==> config.mk <==
export PLATFORM = sky130hd
export DESIGN_NAME = i2c_slave_framer
export DESIGN_NICKNAME = d
export VERILOG_FILES = /design/src/rtl/i2c_fr_pkg.sv /design/src/rtl/i2c_fr_sync.sv /design/src/rtl/i2c_fr_cond.sv /design/src/rtl/i2c_fr_fsm.sv /design/src/rtl/i2c_slave_framer.sv
export SDC_FILE = /design/constraint.sdc
export NUM_CORES = 1
export LEC_CHECK = 0
export ABC_AREA = 1
export BUFFER_PORTS_ARGS = -buffer_cell sky130_fd_sc_hd__buf_2
export CAP_MARGIN = 20
export CORE_ASPECT_RATIO = 2
export CORE_MARGIN = 1
export CORE_UTILIZATION = 40
export CTS_CLUSTER_SIZE = 10
export DETAILED_ROUTE_END_ITERATION = 10
export GPL_TIMING_DRIVEN = 0
export MAX_ROUTING_LAYER = met4
export PLACE_DENSITY = 0.65
export SYNTH_ARGS = -nofsm -noshare
export SYNTH_HDL_FRONTEND = slang
export SYNTH_SLANG_ARGS = --single-unit
==> constraint.sdc <==
create_clock -name clk -period 2.6 [get_ports clk]
set_input_delay 0.39 -clock clk [delete_from_list [all_inputs] [get_ports clk]]
set_output_delay 0.39 -clock clk [all_outputs]
set_load 0.02 [all_outputs]
==> src/rtl/i2c_fr_pkg.sv <==
package i2c_fr_pkg;

    typedef enum logic [2:0] {
        FR_IDLE,
        FR_ADDR,
        FR_WRITE,
        FR_READ,
        FR_RDEND
    } fr_state_e;

endpackage

==> src/rtl/i2c_fr_sync.sv <==
// Synchronises one bus line and flags its edges.
module i2c_fr_sync #(
    parameter int STAGES = 2
) (
    input  logic clk,
    input  logic rst_n,
    input  logic d_i,
    output logic lvl_o,
    output logic rise_o,
    output logic fall_o
);

    logic [STAGES-1:0] pipe;
    logic              prev;

    // Idle bus level is high, so reset to ones.
    always_ff @(posedge clk or negedge rst_n) begin
        if (!rst_n) begin
            pipe <= '1;
            prev <= 1'b1;
        end else begin
            pipe <= {pipe[STAGES-2:0], d_i};
            prev <= pipe[STAGES-1];
        end
    end

    assign lvl_o  = pipe[STAGES-1];
    assign rise_o = lvl_o & ~prev;
    assign fall_o = ~lvl_o & prev;

endmodule

==> src/rtl/i2c_fr_cond.sv <==
// Bus condition detector with mid-byte filtering.
module i2c_fr_cond #(
    parameter bit MID_BYTE_HONOUR = 1'b0
) (
    input  logic scl_lvl_i,
    input  logic scl_rise_i,
    input  logic sda_rise_i,
    input  logic sda_fall_i,
    input  logic mid_byte_i,
    output logic start_o,
    output logic stop_o
);

    logic scl_steady_high;
    logic allow;

    assign scl_steady_high = scl_lvl_i & ~scl_rise_i;

    generate
        if (MID_BYTE_HONOUR) begin : g_honour
            assign allow = 1'b1;
        end else begin : g_filter
            assign allow = ~mid_byte_i;
        end
    endgenerate

    assign start_o = scl_steady_high & sda_fall_i & allow;
    assign stop_o  = scl_steady_high & sda_rise_i & allow;

endmodule

==> src/rtl/i2c_fr_fsm.sv <==
// Framing controller: bit counting, acknowledge and event pulses.
module i2c_fr_fsm
    import i2c_fr_pkg::*;
#(
    parameter int DATA_W = 8
) (
    input  logic              clk,
    input  logic              rst_n,
    input  logic              busy_i,
    input  logic              scl_rise_i,
    input  logic              scl_fall_i,
    input  logic              sda_lvl_i,
    input  logic              start_i,
    input  logic              stop_i,
    output logic              mid_byte_o,
    output logic              drive_o,
    output logic              valid_o,
    output logic [DATA_W-1:0] data_o,
    output logic              is_addr_o,
    output logic              nak_o,
    output logic              commit_o
);

    localparam int SLOT  = DATA_W + 1;
    localparam int CNT_W = $clog2(SLOT + 1);
    localparam logic [CNT_W-1:0] LAST_BIT = CNT_W'(DATA_W);
    localparam logic [CNT_W-1:0] PENULT   = CNT_W'(DATA_W - 1);
    localparam logic [CNT_W-1:0] ACK_BIT  = CNT_W'(SLOT);
    localparam logic [CNT_W-1:0] MID_LO   = CNT_W'(2);

    fr_state_e         state, nxt;
    logic [CNT_W-1:0]  bitcnt;
    logic [DATA_W-1:0] shreg;
    logic              have_data;
    logic              framing;

    assign mid_byte_o = (bitcnt >= MID_LO) && (bitcnt <= LAST_BIT);
    assign framing    = (state == FR_ADDR) || (state == FR_WRITE) || (state == FR_READ);

    // Next-state logic
    always_comb begin
        nxt = state;
        if (busy_i) begin
            nxt = FR_IDLE;
        end else if (start_i) begin
            nxt = FR_ADDR;
        end else if (stop_i) begin
            nxt = FR_IDLE;
        end else begin
            unique case (state)
                FR_IDLE:  nxt = FR_IDLE;
                FR_ADDR:  if (scl_fall_i && bitcnt == ACK_BIT)
                              nxt = shreg[0] ? FR_READ : FR_WRITE;
                FR_WRITE: nxt = FR_WRITE;
                FR_READ:  if (scl_rise_i && bitcnt == LAST_BIT && sda_lvl_i)
                              nxt = FR_RDEND;
                FR_RDEND: nxt = FR_RDEND;
                default:  nxt = FR_IDLE;
            endcase
        end
    end

    // State register
    always_ff @(posedge clk or negedge rst_n) begin
        if (!rst_n) state <= FR_IDLE;
        else        state <= nxt;
    end

    // Datapath and outputs
    always_ff @(posedge clk or negedge rst_n) begin
        if (!rst_n) begin
            bitcnt    <= '0;
            shreg     <= '0;
            have_data <= 1'b0;
            drive_o   <= 1'b0;
            valid_o   <= 1'b0;
            data_o    <= '0;
            is_addr_o <= 1'b0;
            nak_o     <= 1'b0;
            commit_o  <= 1'b0;
        end else begin
            valid_o  <= 1'b0;
            nak_o    <= 1'b0;
            commit_o <= 1'b0;
            if (busy_i || start_i) begin
                bitcnt    <= '0;
                drive_o   <= 1'b0;
                have_data <= 1'b0;
            end else if (stop_i) begin
                commit_o  <= (state == FR_WRITE) && have_data;
                bitcnt    <= '0;
                drive_o   <= 1'b0;
                have_data <= 1'b0;
            end else if (framing) begin
                if (scl_rise_i) begin
                    if (bitcnt < LAST_BIT) begin
                        shreg  <= {shreg[DATA_W-2:0], sda_lvl_i};
                        bitcnt <= bitcnt + 1'b1;
                        if (bitcnt == PENULT && state != FR_READ) begin
                            valid_o   <= 1'b1;
                            data_o    <= {shreg[DATA_W-2:0], sda_lvl_i};
                            is_addr_o <= (state == FR_ADDR);
                            if (state == FR_WRITE) have_data <= 1'b1;
                        end
                    end else if (bitcnt == LAST_BIT) begin
                        bitcnt <= ACK_BIT;
                        if (state == FR_READ && sda_lvl_i) nak_o <= 1'b1;
                    end
                end else if (scl_fall_i) begin
                    if (bitcnt == LAST_BIT && state != FR_READ) begin
                        drive_o <= 1'b1;
                    end else if (bitcnt == ACK_BIT) begin
                        drive_o <= 1'b0;
                        bitcnt  <= '0;
                    end
                end
            end
        end
    end

    a_r4_valid_single: assert property (@(posedge clk) disable iff (!rst_n)
        valid_o |=> !valid_o);

    a_r7_commit_single: assert property (@(posedge clk) disable iff (!rst_n)
        commit_o |=> !commit_o);

    a_r3_busy_blanks: assert property (@(posedge clk) disable iff (!rst_n)
        busy_i |=> !(valid_o || commit_o || nak_o || drive_o));

    a_r6_nak_ends_read: assert property (@(posedge clk) disable iff (!rst_n)
        nak_o |-> state == FR_RDEND);

    a_r5_no_ack_in_read: assert property (@(posedge clk) disable iff (!rst_n)
        drive_o |-> (state == FR_ADDR || state == FR_WRITE));

    a_r2_idle_quiet: assert property (@(posedge clk) disable iff (!rst_n)
        state == FR_IDLE |-> !(drive_o || valid_o || nak_o));

    a_r9_count_range: assert property (@(posedge clk) disable iff (!rst_n)
        bitcnt <= ACK_BIT);

endmodule

==> src/rtl/i2c_slave_framer.sv <==
module i2c_slave_framer #(
    parameter bit MID_BYTE_HONOUR = 1'b0,
    parameter int SYNC_STAGES     = 2,
    parameter int DATA_W          = 8
) (
    input  logic              clk,
    input  logic              rst_n,
    input  logic              scl_i,
    input  logic              sda_i,
    input  logic              busy_i,
    output logic              sda_pull_low_o,
    output logic              byte_valid_o,
    output logic [DATA_W-1:0] byte_data_o,
    output logic              byte_is_addr_o,
    output logic              read_nak_o,
    output logic              commit_o
);

    localparam int N_LINES = 2;
    localparam int L_SCL   = 0;
    localparam int L_SDA   = 1;

    logic [N_LINES-1:0] raw, lvl, rise, fall;
    logic mid_byte, start_ok, stop_ok;

    assign raw[L_SCL] = scl_i;
    assign raw[L_SDA] = sda_i;

    generate
        for (genvar g = 0; g < N_LINES; g++) begin : g_line
            i2c_fr_sync #(.STAGES(SYNC_STAGES)) u_sync (
                .clk    (clk),
                .rst_n  (rst_n),
                .d_i    (raw[g]),
                .lvl_o  (lvl[g]),
                .rise_o (rise[g]),
                .fall_o (fall[g])
            );
        end
    endgenerate

    i2c_fr_cond #(.MID_BYTE_HONOUR(MID_BYTE_HONOUR)) u_cond (
        .scl_lvl_i  (lvl[L_SCL]),
        .scl_rise_i (rise[L_SCL]),
        .sda_rise_i (rise[L_SDA]),
        .sda_fall_i (fall[L_SDA]),
        .mid_byte_i (mid_byte),
        .start_o    (start_ok),
        .stop_o     (stop_ok)
    );

    i2c_fr_fsm #(.DATA_W(DATA_W)) u_fsm (
        .clk        (clk),
        .rst_n      (rst_n),
        .busy_i     (busy_i),
        .scl_rise_i (rise[L_SCL]),
        .scl_fall_i (fall[L_SCL]),
        .sda_lvl_i  (lvl[L_SDA]),
        .start_i    (start_ok),
        .stop_i     (stop_ok),
        .mid_byte_o (mid_byte),
        .drive_o    (sda_pull_low_o),
        .valid_o    (byte_valid_o),
        .data_o     (byte_data_o),
        .is_addr_o  (byte_is_addr_o),
        .nak_o      (read_nak_o),
        .commit_o   (commit_o)
    );

endmodule

Yosys cells after proc, flatten, opt, wreduce, memory -nomap -nowiden. Cells that the tools add are included.

Add/subtract/negate cells: 1. $lt $le $gt $ge: 3. Equal/unequal tests: 13. Multiplexer cells: 45. Bitwise logic cells: 17. Reductions and logical operators: 26.

Operator list (count): $mux 4 (9); $mux 1 (30); $reduce_bool 3->1 (6); $mux 3 (5); $reduce_and 5->1 (3); $pmux 3 s4 (1); $reduce_bool 4->1 (3); $ne 5x3->1 const B (2); $and 1x1->1 (9); $eq 4x4->1 const B (2); $logic_and 1x1->1 (8); $not 1->1 (8); $eq 3x2->1 const B (2); $ne 3x2->1 const B (2); $reduce_and 6->1 (1); $ne 5x2->1 const B (1); $add 4x1->4 const B (1); $eq 4x3->1 const B (1); $ge 4x2->1 const B (1); $le 4x4->1 const B (1); $lt 4x4->1 const B (1); $ne 4x3->1 const B (1); $reduce_and 4->1 (1); $eq 3x1->1 const B (1); 3 further kinds (5).

Register bits after elaboration: 34. Input bits: 5. Output and inout bits: 13. Word-level logic and storage cells: 119.

Longest topological paths before layout. Gate-level depths: netlist (run 1).

Depth in word-level cells: 9. Mapped depth: 13. Mapped depth without buffers: 11.

Modules after synthesis. A second synthesis (run 1) with hierarchy kept.

Cells, all modules: 191. Area, all modules: 1685.4 um2.

By module, submodules not included: i2c_fr_fsm (instances 1, cells an instance 170, area each 1471.4 um2, seq. area each 700.7 um2); i2c_fr_sync (instances 2, cells an instance 7, area each 93.8 um2, seq. area each 78.8 um2); i2c_fr_cond (instances 1, cells an instance 7, area each 26.3 um2, seq. area each 0.0 um2).

Worst setup path after synthesis (run 1). OpenSTA, ideal clock, no wires.

Path kind: reg-to-reg. From: reg u_fsm.bitcnt[0]. To: reg u_fsm.is_addr_o. Setup time: 0.074 ns. Data arrival time: 1.501 ns. Data required time: 2.526 ns. Setup slack: 1.025 ns. Cell stages (with the launch flop): 13. Buffers on the path: 1. Clock period less this slack: 1.575 ns. Cell sequence: dfrtp_1 > inv_1 > ha_1 > nor2_1 > nand2_1 > nand2_4 > nand2_4 > nand3_4 > inv_4 > nand2_4 > buf_6 > nand2_2 > o21ai_2.

Longest elaborated chain between the ends: 7. Elaborated cells on any way between the ends: 13. Those cells by class: order compare: 3; eq/ne: 1; bitwise: 5; reduce/logical: 4.

Ends and longest elaborated chain: start, declared (RTL line i2c_fr_fsm.sv:32) `logic [CNT_W-1:0] bitcnt;`; start signal, assigned (RTL line i2c_fr_fsm.sv:98) `bitcnt <= bitcnt + 1'b1;`; $ge 4x2->1 or $le 4x4->1 (tied branches) (RTL line i2c_fr_fsm.sv:37) `assign mid_byte_o = (bitcnt >= MID_LO) && (bitcnt <= LAST_BIT);`; $logic_and 1x1->1 (RTL line i2c_fr_fsm.sv:37); $not 1->1 (RTL line i2c_fr_cond.sv:23) `assign allow = ~mid_byte_i;`; $and 1x1->1 (RTL line i2c_fr_cond.sv:27) `assign start_o = scl_steady_high & sda_fall_i & allow;`; $logic_or 1x1->1 (RTL line i2c_fr_fsm.sv:85) `if (busy_i || start_i) begin`; $not 1->1 (no line); $reduce_and 6->1 (no line) *; end signal, assigned (RTL line i2c_fr_fsm.sv:102) `is_addr_o <= (state == FR_ADDR);`; end, declared (RTL line i2c_fr_fsm.sv:19) `output logic is_addr_o,`.

Every way passes the cells marked *; elsewhere a longest branch is shown, timed or not. A chain may end at the register's enable or synchronous reset.

Worst setup path in the final report (run 1). Ends and elaborated chain as after synthesis.

==> results.ini, run 1 <==
[timing]
final.hold.worst_slack_ns=0.178
postLayoutSetupSlackWorst_ns=0.753
fin_crit_sh_pct=71.0
finalSetupViolations=0
period_needed_ns=1.85
finClkSkew_ns=0.00602
rsz0062_at_grt=no
hold_violations=0
final_max_slew_viol_count=0
max-slew-margin-rel_pct=48.7
worstMarginPinSlew_ns=0.769
setup_tns_ns=0
max_clock_freq_ghz=0.542

[synthesis]
yosys_register_bits=34
dominant_register_cell_in_the_synthesized_netlist=sky130_fd_sc_hd__dfrtp_1
synthesis.area_per_instance_sq_um=9.10
synth.net_count=207
synthArstFlopShare_pct=100
synth_sequential_area_ratio_pct=48.1
synth_edf_count=0
netlist_instances=196
yosys.cell_types.count=26
synth_area_sq_um=1780
yosysWarnings=0

[cts]
cts_resized=0
cts-root-to-sink-buffers=2
clk_latency_worst_skew_pair_ns=0.28
tritoncts=built
cts_made_buffers=5
clock_tree.htree_level_count=2
cts_sinks=34
cts.reportedPaths.clkPinSlew_ns=0.07
post-cts-setup-buffers=0
clock_tree.root_cell=sky130_fd_sc_hd__clkbuf_8
cts_hold_repair.buffers=0

[placement]
port_buffers=17
detailed_place_hpwl_um=2580
dp.cells=267
placedInstanceArea_sq_um=1940
detailedPlace.worstSlack_ns=0.785
routabilityCongestion=0.838

[pwr]
p_per_area_nw_per_um2=501
p_leak_nw=1.04
vdd_drop_max_v=0.000365
overall_power_after_layout_mw=1.01

[job]
max-cap-violations=0

[route]
drc_errors=0
drt-total-wl_um=3490
drt_pre_antenna_iters=4
drt.antenna.violating_nets=0
vias=1360
vias_per_cell=4.95
drtIter0Drc=32
wire_per_inst_um=12.7

[grt]
grt_overflow_total=0
antenna_violations_before_repair=0
groute.usage.overall_pct=17.6
via_count_of_the_first_global_routing_pass=1363
global_route_wire_length_before_repair_um=6060
grt_start_max_net_pins=35

[cells_and_area]
post_route_cells_drive_above_1_share_pct=30.3
antennaDiodeCount=0
nNetsFinal=231
layout.cell_area.non_filler_sq_um=2020
final_cell_count_no_fill=275
final_core_util_pct=47.0
area_delta_synth_final_pct=13.3
nFillCells=430

[floorplan]
top_level_ports=18
placeableCoreArea_sq_um=4300
initial_core_util_pct=41.5
die_area_sq_um=4740
floorplan.die.height_um=96.4
placement_rows=34
chipWidth_um=49.2

[worst_setup_path]
timing.critical_path.arrival_ns=2.07
timing.critical_path.slowest_cell_delay_ns=0.52
criticalPathCategory=reg2reg
cp_max_fo=10
worstSetupStartpointType=flip-flop
cpMaxStageDelayCell=sky130_fd_sc_hd__dfrtp_1
worst_path_most_repeated_cell=sky130_fd_sc_hd__nand2_4
path_cells=inv_1 -> ha_1 -> nor2_1 -> nand2_1 -> nand2_4 -> nand2_4 -> nand3_4 -> inv_4 -> nand2_4 -> buf_6 -> nand2_2 -> o21ai_2
critical_path.endpoint_type=flip-flop
required_time_reported_for_the_critical_path_endpoint_ns=2.82

[worst_hold_path]
timing.hold.worst.class=in2async

[status]
outcome=completed

routing by layer:
metal	vias to the layer above	part of all wire, %	GRT usage [%]
li1	671	-	-
met1	640	39	17.3
met2	37	55	32.6
met3	12	3.5	2.66
met4	0	2.9	9.07
met5	-	0	-
cell type report:
cell class              instances  area (sq um)  area share (%)
plain buffers                   4          45.0            2.23
inverters                      27           106            5.27
multi-input cells             131           773            38.3
clock buffers                   7          76.3            3.78
flip-flops and latches         34           858            42.5
well taps                      54          67.6            3.35
repair buffers                 17          85.1            4.21
clock inverters                 1          7.51           0.372
critical path: cells and delay by family (launching register included):
family | cells | cell delay, ns
adders and majority gates | 1 | 0.20
AOI/OAI and AO/OA | 1 | 0.05
buffers and inverters | 3 | 0.32
and+or+nand+nor | 7 | 0.68
DFF | 1 | 0.52
worst paths after layout:
| kind | startpoint | endpoint | slack, ns | depth (start not counted) |
|---|---|---|---|---|
| worst max-delay path | u_fsm.bitcnt[0] | u_fsm.is_addr_o | 0.75 | 12 |
| worst min-delay path | rst_n | u_fsm.state[1] | 0.18 | 1 |
| worst max register to register | u_fsm.bitcnt[0] | u_fsm.is_addr_o | 0.75 | 12 |
| worst min register to register | g_line[1].u_sync.pipe[0] | g_line[1].u_sync.pipe[1] | 0.36 | 0 |
| max in group asynchronous | rst_n | u_fsm.bitcnt[2] | 1.93 | 1 |
| min in group clk | scl_i | g_line[0].u_sync.pipe[0] | 0.20 | 1 |
registers in the layout, indices dropped and copies added, names as in the netlist:
register,count
u_fsm.bitcnt,4
u_fsm.data_o,8
g_line.u_sync.pipe,4
u_fsm.nak_o,1
u_fsm.shreg,7
u_fsm.have_data,1
u_fsm.is_addr_o,1
g_line.u_sync.prev,2
u_fsm.commit_o,1
u_fsm.state,3
u_fsm.valid_o,1
u_fsm.drive_o,1
cells by family (layout without fill, tap and decap cells):
logic type,Yosys count,in the layout,share of synthesized area (%)
fa+ha+maj,6,6,4.21
compound gates,24,24,10.8
simple gates,101,101,28.4
buf+inv,31,56,8.49
flops,34,34,48.1
cell usage after synthesis, types with 4 or more instances:
master	count	area share (%)
sky130_fd_sc_hd__nor2_1	12	2.5
sky130_fd_sc_hd__nand2_1	47	9.9
sky130_fd_sc_hd__a21oi_1	4	1.1
sky130_fd_sc_hd__inv_1	24	5.1
sky130_fd_sc_hd__nand2_4	4	2.5
sky130_fd_sc_hd__dfstp_2	6	8.8
sky130_fd_sc_hd__dfrtp_1	28	39
sky130_fd_sc_hd__ha_1	6	4.2
sky130_fd_sc_hd__nand2_2	6	2.1
sky130_fd_sc_hd__nor3_1	5	1.4
sky130_fd_sc_hd__nand3_1	16	4.5
sky130_fd_sc_hd__o21ai_2	15	7.4
sky130_fd_sc_hd__buf_6	4	2.5
power breakdown:
| group | leakage [nW] | switching (mW) | total, mW | internal (mW) |
|---|---|---|---|---|
| registers | 0.453 | 0.0116 | 0.557 | 0.546 |
| clock network | 0.0385 | 0.186 | 0.376 | 0.189 |
| logic | 0.544 | 0.0556 | 0.0782 | 0.0227 |
| total | 1.04 | 0.254 | 1.01 | 0.758 |
layout by cell type (no fill, tap or decap), drive strengths merged, types with 3 or more instances in the layout:
cell type	n
nand3	18
o21ai	17
ha	6
nand4	3
inv	27
nor3	5
dfstp	6
a21oi	5
nor2	15
nand2	57
buf	21
clkbuf	7
dfrtp	28
Power figures use the tool's default switching activity.
==> inputs of run 2 (changes only) <==
--- a/config.mk
+++ b/config.mk
@@ -15,7 +15,7 @@
 export DETAILED_ROUTE_END_ITERATION = 10
 export GPL_TIMING_DRIVEN = 0
 export MAX_ROUTING_LAYER = met4
-export PLACE_DENSITY = 0.65
+export PLACE_DENSITY = 0.67
 export SYNTH_ARGS = -nofsm -noshare
 export SYNTH_HDL_FRONTEND = slang
 export SYNTH_SLANG_ARGS = --single-unit
==> constraint.sdc (replaced) <==
create_clock -name clk -period 1.65 [get_ports clk]
set_input_delay 0.2475 -clock clk [delete_from_list [all_inputs] [get_ports clk]]
set_output_delay 0.2475 -clock clk [all_outputs]
set_load 0.02 [all_outputs]
==> run 2 against run 1 <==
Against the previous run:
- the run now ends with setup timing left
- sequential power rose by 58%
- hold slack got worse by 0.15 ns
- highest routed layer unchanged
- non-clock buffer count rose by 13
- critical path depth fell by 1
==> results.ini, run 2 (synthesis gave the netlist of run 1 again) <==
[floorplan]
floorplan.die.height_um=96.4  ; unchanged
top_level_ports=18  ; unchanged
placement_rows=34  ; unchanged
chipWidth_um=49.2  ; unchanged
die_area_sq_um=4740  ; unchanged
placeableCoreArea_sq_um=4300  ; unchanged
initial_core_util_pct=41.5  ; unchanged

[timing]
rsz0062_at_grt=yes  ; was no
final_max_slew_viol_count=0  ; unchanged
max_clock_freq_ghz=0.600  ; was 0.542 GHz
finalSetupViolations=6  ; was 0
setup_tns_ns=-0.0549  ; was 0 ns
period_needed_ns=1.67  ; was 1.85 ns
postLayoutSetupSlackWorst_ns=-0.0162  ; was 0.753 ns
max-slew-margin-rel_pct=50.8  ; was 48.7%
hold_violations=0  ; unchanged
finClkSkew_ns=0.00809  ; was 0.00602 ns
worstMarginPinSlew_ns=0.738  ; was 0.769 ns
fin_crit_sh_pct=101  ; was 71.0%

[worst_setup_path]
cpMaxStageDelayCell=sky130_fd_sc_hd__dfrtp_2  ; was sky130_fd_sc_hd__dfrtp_1
timing.critical_path.slowest_cell_delay_ns=0.49  ; was 0.52 ns
required_time_reported_for_the_critical_path_endpoint_ns=1.82  ; was 2.82 ns
criticalPathCategory=reg2reg  ; unchanged
path_cells=nor2_4 -> nand2_2 -> nand2_2 -> nand2_4 -> nand2_4 -> nand3_4 -> inv_8 -> nand2_8 -> buf_12 -> nand2_2 -> o21ai_2  ; was inv_1 -> ha_1 -> nor2_1 -> nand2_1 -> nand2_4 -> nand2_4 -> nand3_4 -> inv_4 -> nand2_4 -> buf_6 -> nand2_2 -> o21ai_2
critical_path.endpoint_type=flip-flop  ; unchanged
worstSetupStartpointType=flip-flop  ; unchanged
critical_path.top_delay_family=simple AND/OR/NAND/NOR gates  ; unchanged
timing.critical_path.arrival_ns=1.84  ; was 2.07 ns
path_buf_inv=2  ; was 3
cp_max_fo=6  ; was 10
worst_path_most_repeated_cell=sky130_fd_sc_hd__nand2_2  ; was sky130_fd_sc_hd__nand2_4

[cells_and_area]
largest-register=u_fsm.data_o  ; unchanged
nNetsFinal=245  ; was 231
final_cell_count_no_fill=288  ; was 275
largestRegisters=u_fsm.data_o x8, u_fsm.shreg x7  ; unchanged
largest_register_ff_count=8  ; unchanged
antennaDiodeCount=0  ; unchanged
commonest_non_fill_non_tap_cell_in_the_layout=sky130_fd_sc_hd__nand2_1  ; unchanged
area_delta_synth_final_pct=31.6  ; was 13.3%
multi_input_area_sq_um=897  ; was 773 sq um
area.sequential_sq_um=862  ; was 858 sq um
layout.cells.most_common_list=sky130_fd_sc_hd__nand2_1, sky130_fd_sc_hd__dfrtp_1, sky130_fd_sc_hd__inv_1  ; unchanged
layout.cell_area.non_filler_sq_um=2350  ; was 2020 sq um
nFillCells=385  ; was 430
final_core_util_pct=54.6  ; was 47.0%
post_route_cells_drive_above_1_share_pct=44.0  ; was 30.3%

[grt]
global_route_wire_length_before_repair_um=5970  ; was 6060 um
antenna_violations_before_repair=0  ; unchanged
grt_start_max_net_pins=35  ; unchanged
groute.usage.overall_pct=17.4  ; was 17.6%
grt_overflow_total=0  ; unchanged
via_count_of_the_first_global_routing_pass=1355  ; was 1363

[route]
vias_per_cell=4.90  ; was 4.95
wire_per_inst_um=13.3  ; was 12.7 um
drt-total-wl_um=3830  ; was 3490 um
drt_pre_antenna_iters=4  ; unchanged
drc_errors=0  ; unchanged
drt.antenna.violating_nets=0  ; unchanged
drtIter0Drc=29  ; was 32
vias=1412  ; was 1360

[cts]
cts.reportedPaths.clkPinSlew_ns=0.07  ; about the same
cts_hold_repair.buffers=0  ; unchanged
clock_tree.htree_level_count=2  ; unchanged
cts-root-to-sink-buffers=2  ; unchanged
tritoncts=built  ; unchanged
clk_latency_worst_skew_pair_ns=0.29  ; was 0.28 ns
clock_tree.root_cell=sky130_fd_sc_hd__clkbuf_8  ; unchanged
cts_made_buffers=5  ; unchanged
cts_sinks=34  ; unchanged

[placement]
port_buffers=17  ; unchanged
detailed_place_hpwl_um=2540  ; was 2580 um
routabilityCongestion=0.962  ; was 0.838
placedInstanceArea_sq_um=1940  ; unchanged
dp.cells=267  ; unchanged

[pwr]
p_leak_nw=1.14  ; was 1.04 nW
overall_power_after_layout_mw=1.81  ; was 1.01 mW
vdd_drop_max_v=0.000949  ; was 0.000365 V
p_per_area_nw_per_um2=773  ; was 501 nW/um^2

[status]
outcome=finished with violations  ; was completed
failed_checks=setup timing

[job]
max-cap-violations=0  ; unchanged

[worst_hold_path]
timing.hold.worst.class=in2async  ; unchanged

## run 2: changes by cell type in the layout (fill, tap and decap cells not counted), moves of 3 or more
cell                      before  now
sky130_fd_sc_hd__buf_12        0    3
sky130_fd_sc_hd__buf_4         0    9
sky130_fd_sc_hd__dfrtp_1      28   25
sky130_fd_sc_hd__dfrtp_2       0    3
sky130_fd_sc_hd__ha_1          6    3
sky130_fd_sc_hd__inv_1        24   20
sky130_fd_sc_hd__inv_2         1    5
sky130_fd_sc_hd__nand2_1      47   41
sky130_fd_sc_hd__nand2_2       6   10
## run 2: cell type report
type                            instances  area share (%)
Sequential cell                        34            36.7
Buffer                                  4            2.67
Inverter                               27            4.74
Tap cell                               54            2.88
Multi-Input combinational cell        132            38.2
Clock inverter                          1            1.28
Timing Repair Buffer                   30            9.97
Clock buffer                            6            3.52
## run 2: repair_timing
item | CTS | global route
pin swaps | 2 | 12
gates cloned | 0 | 3
setup buffers | 2 | 9
endpoints found under the setup margin | 27 | 27
resized for setup | 10 | 29
## run 2: per-layer routing
layer | up-vias | GRT usage, % | part of all wire (%)
met1 | 676 | 16.6 | 36
met2 | 27 | 32.0 | 58
met5 | - | - | 0
met4 | 0 | 10.3 | 3.8
li1 | 699 | - | -
met3 | 10 | 2.97 | 2.6
## run 2: worst paths after layout
path,from,endpoint,slack (ns),cells after the start
worst min register to register,g_line[1].u_sync.pipe[0],g_line[1].u_sync.pipe[1],0.36,0
min in group clk,sda_i,g_line[1].u_sync.pipe[0],0.06,1
worst min-delay path,rst_n,u_fsm.data_o[5],0.02,1
worst max-delay path,u_fsm.bitcnt[1],u_fsm.is_addr_o,-0.02,11
worst max register to register,u_fsm.bitcnt[1],u_fsm.is_addr_o,-0.02,11
max in group asynchronous,rst_n,u_fsm.bitcnt[1],1.11,1
## run 2: where the power goes
part | leakage (nW) | switching (mW) | total (mW) | internal (mW)
Sequential | 0.448 | 0.0187 | 0.879 | 0.860
Clock | 0.0573 | 0.296 | 0.779 | 0.483
Combinational | 0.634 | 0.101 | 0.155 | 0.0539
## run 2: metrics by stage
step	hold WS, ns	setup slack [ns]
2_1_floorplan	-0.0481	0.0755
3_3_place_gp	0.346	-0.137
3_5_place_dp	0.349	-0.125
4_1_cts	0.0540	0.00271
5_1_grt	0.0548	-0.0944
6_report	0.0234	-0.0162
==> inputs of run 3 (changes only) <==
--- a/config.mk
+++ b/config.mk
@@ -15,7 +15,7 @@
 export DETAILED_ROUTE_END_ITERATION = 10
 export GPL_TIMING_DRIVEN = 0
 export MAX_ROUTING_LAYER = met4
-export PLACE_DENSITY = 0.67
+export PLACE_DENSITY = 0.7
 export SYNTH_ARGS = -nofsm -noshare
 export SYNTH_HDL_FRONTEND = slang
 export SYNTH_SLANG_ARGS = --single-unit
==> run 3 against run 2 <==
Against the previous run:
- the run still ends with setup timing left
- critical endpoint is now u_fsm.bitcnt[1]
- worst setup slack improved by 0.0090 ns
- critical path depth shrank 1
- non-clock buffer count up 2
- clock skew grew 0.0019 ns
- clock power is 19% lower
- largest power group unchanged
- flip-flop and latch count is the same
- combinational power down 3%
- sequential power is essentially flat
- final cell count grew 1.0%
- core utilization decreased by 0.55 points
==> results.ini, run 3 (synthesis gave the netlist of run 1 again) <==
[route]
drt-total-wl_um=3830  ; about the same
drtIter0Drc=23  ; was 29
drc_errors=0  ; unchanged
drt_pre_antenna_iters=4  ; unchanged
vias_per_cell=4.89  ; was 4.90
vias=1422  ; was 1412
wire_per_inst_um=13.2  ; was 13.3 um
drt.antenna.violating_nets=0  ; unchanged

[cells_and_area]
commonest_non_fill_non_tap_cell_in_the_layout=sky130_fd_sc_hd__nand2_1  ; unchanged
largest_register_ff_count=8  ; unchanged
area.sequential_sq_um=862  ; unchanged
antennaDiodeCount=0  ; unchanged
post_route_cells_drive_above_1_share_pct=41.8  ; was 44.0%
multi_input_area_sq_um=877  ; was 897 sq um
area_delta_synth_final_pct=30.3  ; was 31.6%
final_core_util_pct=54.1  ; was 54.6%
nFillCells=395  ; was 385
largestRegisters=u_fsm.data_o x8, u_fsm.shreg x7  ; unchanged
layout.cells.most_common_list=sky130_fd_sc_hd__nand2_1, sky130_fd_sc_hd__dfrtp_1, sky130_fd_sc_hd__inv_1  ; unchanged
layout.cell_area.non_filler_sq_um=2320  ; was 2350 sq um
final_cell_count_no_fill=291  ; was 288
nNetsFinal=247  ; was 245
largest-register=u_fsm.data_o  ; unchanged

[cts]
clock_tree.htree_level_count=2  ; unchanged
tritoncts=built  ; unchanged
cts_made_buffers=5  ; unchanged
cts.reportedPaths.clkPinSlew_ns=0.07  ; about the same
cts_sinks=34  ; unchanged
clock_tree.root_cell=sky130_fd_sc_hd__clkbuf_8  ; unchanged
clk_latency_worst_skew_pair_ns=0.29  ; about the same
cts-root-to-sink-buffers=2  ; unchanged

[placement]
placedInstanceArea_sq_um=1940  ; unchanged
detailed_place_hpwl_um=2490  ; was 2540 um
dp.cells=267  ; unchanged
port_buffers=17  ; unchanged
routabilityCongestion=0.885  ; was 0.962
detailedPlace.worstSlack_ns=-0.129  ; was -0.125 ns

[timing]
max_clock_freq_ghz=0.603  ; was 0.600 GHz
rsz0062_at_grt=yes  ; unchanged
finClkSkew_ns=0.0100  ; was 0.00809 ns
worstMarginPinSlew_ns=0.727  ; was 0.738 ns
postLayoutSetupSlackWorst_ns=-0.00718  ; was -0.0162 ns
final.hold.worst_slack_ns=0.0116  ; was 0.0234 ns
finalSetupViolations=1  ; was 6
setup_tns_ns=-0.00718  ; was -0.0549 ns
max-slew-margin-rel_pct=51.5  ; was 50.8%
hold_violations=0  ; unchanged
final_max_slew_viol_count=0  ; unchanged
period_needed_ns=1.66  ; was 1.67 ns
fin_crit_sh_pct=100  ; was 101%

[grt]
groute.usage.overall_pct=17.0  ; was 17.4%
antenna_violations_before_repair=0  ; unchanged
via_count_of_the_first_global_routing_pass=1369  ; was 1355
grt_overflow_total=0  ; unchanged
global_route_wire_length_before_repair_um=5830  ; was 5970 um
grt_start_max_net_pins=35  ; unchanged

[worst_setup_path]
timing.critical_path.arrival_ns=1.84  ; about the same
required_time_reported_for_the_critical_path_endpoint_ns=1.83  ; was 1.82 ns
worstSetupStartpointType=flip-flop  ; unchanged
criticalPathCategory=reg2reg  ; unchanged
critical_path.endpoint_type=flip-flop  ; unchanged
cp_max_fo=5  ; was 6

[floorplan]
placement_rows=34  ; unchanged
placeableCoreArea_sq_um=4300  ; unchanged
die_area_sq_um=4740  ; unchanged
floorplan.die.height_um=96.4  ; unchanged
top_level_ports=18  ; unchanged
chipWidth_um=49.2  ; unchanged
initial_core_util_pct=41.5  ; unchanged

[pwr]
p_per_area_nw_per_um2=715  ; was 773 nW/um^2
vdd_drop_max_v=0.000568  ; was 0.000949 V
p_leak_nw=1.14  ; about the same
overall_power_after_layout_mw=1.66  ; was 1.81 mW

[worst_hold_path]
timing.hold.worst.class=in2async  ; unchanged

[job]
max-cap-violations=0  ; unchanged

[status]
outcome=finished with violations  ; unchanged
failed_checks=setup timing  ; unchanged

[run 3: changes by cell type in the layout (fill, tap and decap cells not counted), sizes merged]
cell    before  now
buf         32   34
clkbuf       8    9
clkinv       0    1
bufinv       1    0
[run 3: what timing repair did]
item                                    CTS  global route
endpoints found under the setup margin   27            27
buffers inserted                          2            11
cloned                                    0             3
pin swaps                                 2             9
hold buffers                              0             0
gates resized for setup                   6            26
[run 3: final timing paths]
path,from,end,slack (ns),cells after the start
hold / removal,rst_n,u_fsm.valid_o,0.01,1
min in group clk,sda_i,g_line[1].u_sync.pipe[0],0.06,1
hold reg to reg,g_line[1].u_sync.pipe[0],g_line[1].u_sync.pipe[1],0.36,0
setup reg to reg,u_fsm.bitcnt[0],u_fsm.bitcnt[1],-0.007,10
max in group asynchronous,rst_n,u_fsm.bitcnt[2],1.12,1
setup / recovery,u_fsm.bitcnt[0],u_fsm.bitcnt[1],-0.007,10
[run 3: power by group]
| part | total (mW) | leakage (nW) | internal, mW | switching [mW] |
|---|---|---|---|---|
| combinational | 0.150 | 0.645 | 0.0511 | 0.0988 |
| clock | 0.630 | 0.0482 | 0.336 | 0.294 |
| sequential | 0.881 | 0.448 | 0.861 | 0.0206 |
| total | 1.66 | 1.14 | 1.25 | 0.413 |
[run 3: final cells by class]
type	count	share of cell area (%)
plain buffers	4	2.69
flip-flops and latches	34	37.1
repair buffers	32	10.7
inverters	27	4.90
clock inverters	1	0.215
multi-input cells	132	37.7
clock buffers	7	3.72
well taps	54	2.91
[run 3: layer usage]
layer | vias up | routed length [um] | GRT usage [%]
met3 | 14 | 84 | 2.97
met5 | - | 0 | -
li1 | 703 | - | -
met2 | 25 | 2250 | 31.2
met1 | 680 | 1360 | 15.9
met4 | 0 | 129 | 11.3
[run 3: critical path, stage by stage, from the launching register on]
cell and delay, ns:
sky130_fd_sc_hd__dfrtp_2 0.46, sky130_fd_sc_hd__inv_2 0.08, sky130_fd_sc_hd__ha_4 0.11, sky130_fd_sc_hd__nor2_1 0.03, sky130_fd_sc_hd__nand2_1 0.10, sky130_fd_sc_hd__nand2_4 0.09
sky130_fd_sc_hd__nand2_4 0.10, sky130_fd_sc_hd__nand4_1 0.22, sky130_fd_sc_hd__buf_4 0.22, sky130_fd_sc_hd__nand3_1 0.07, sky130_fd_sc_hd__nand2_1 0.05
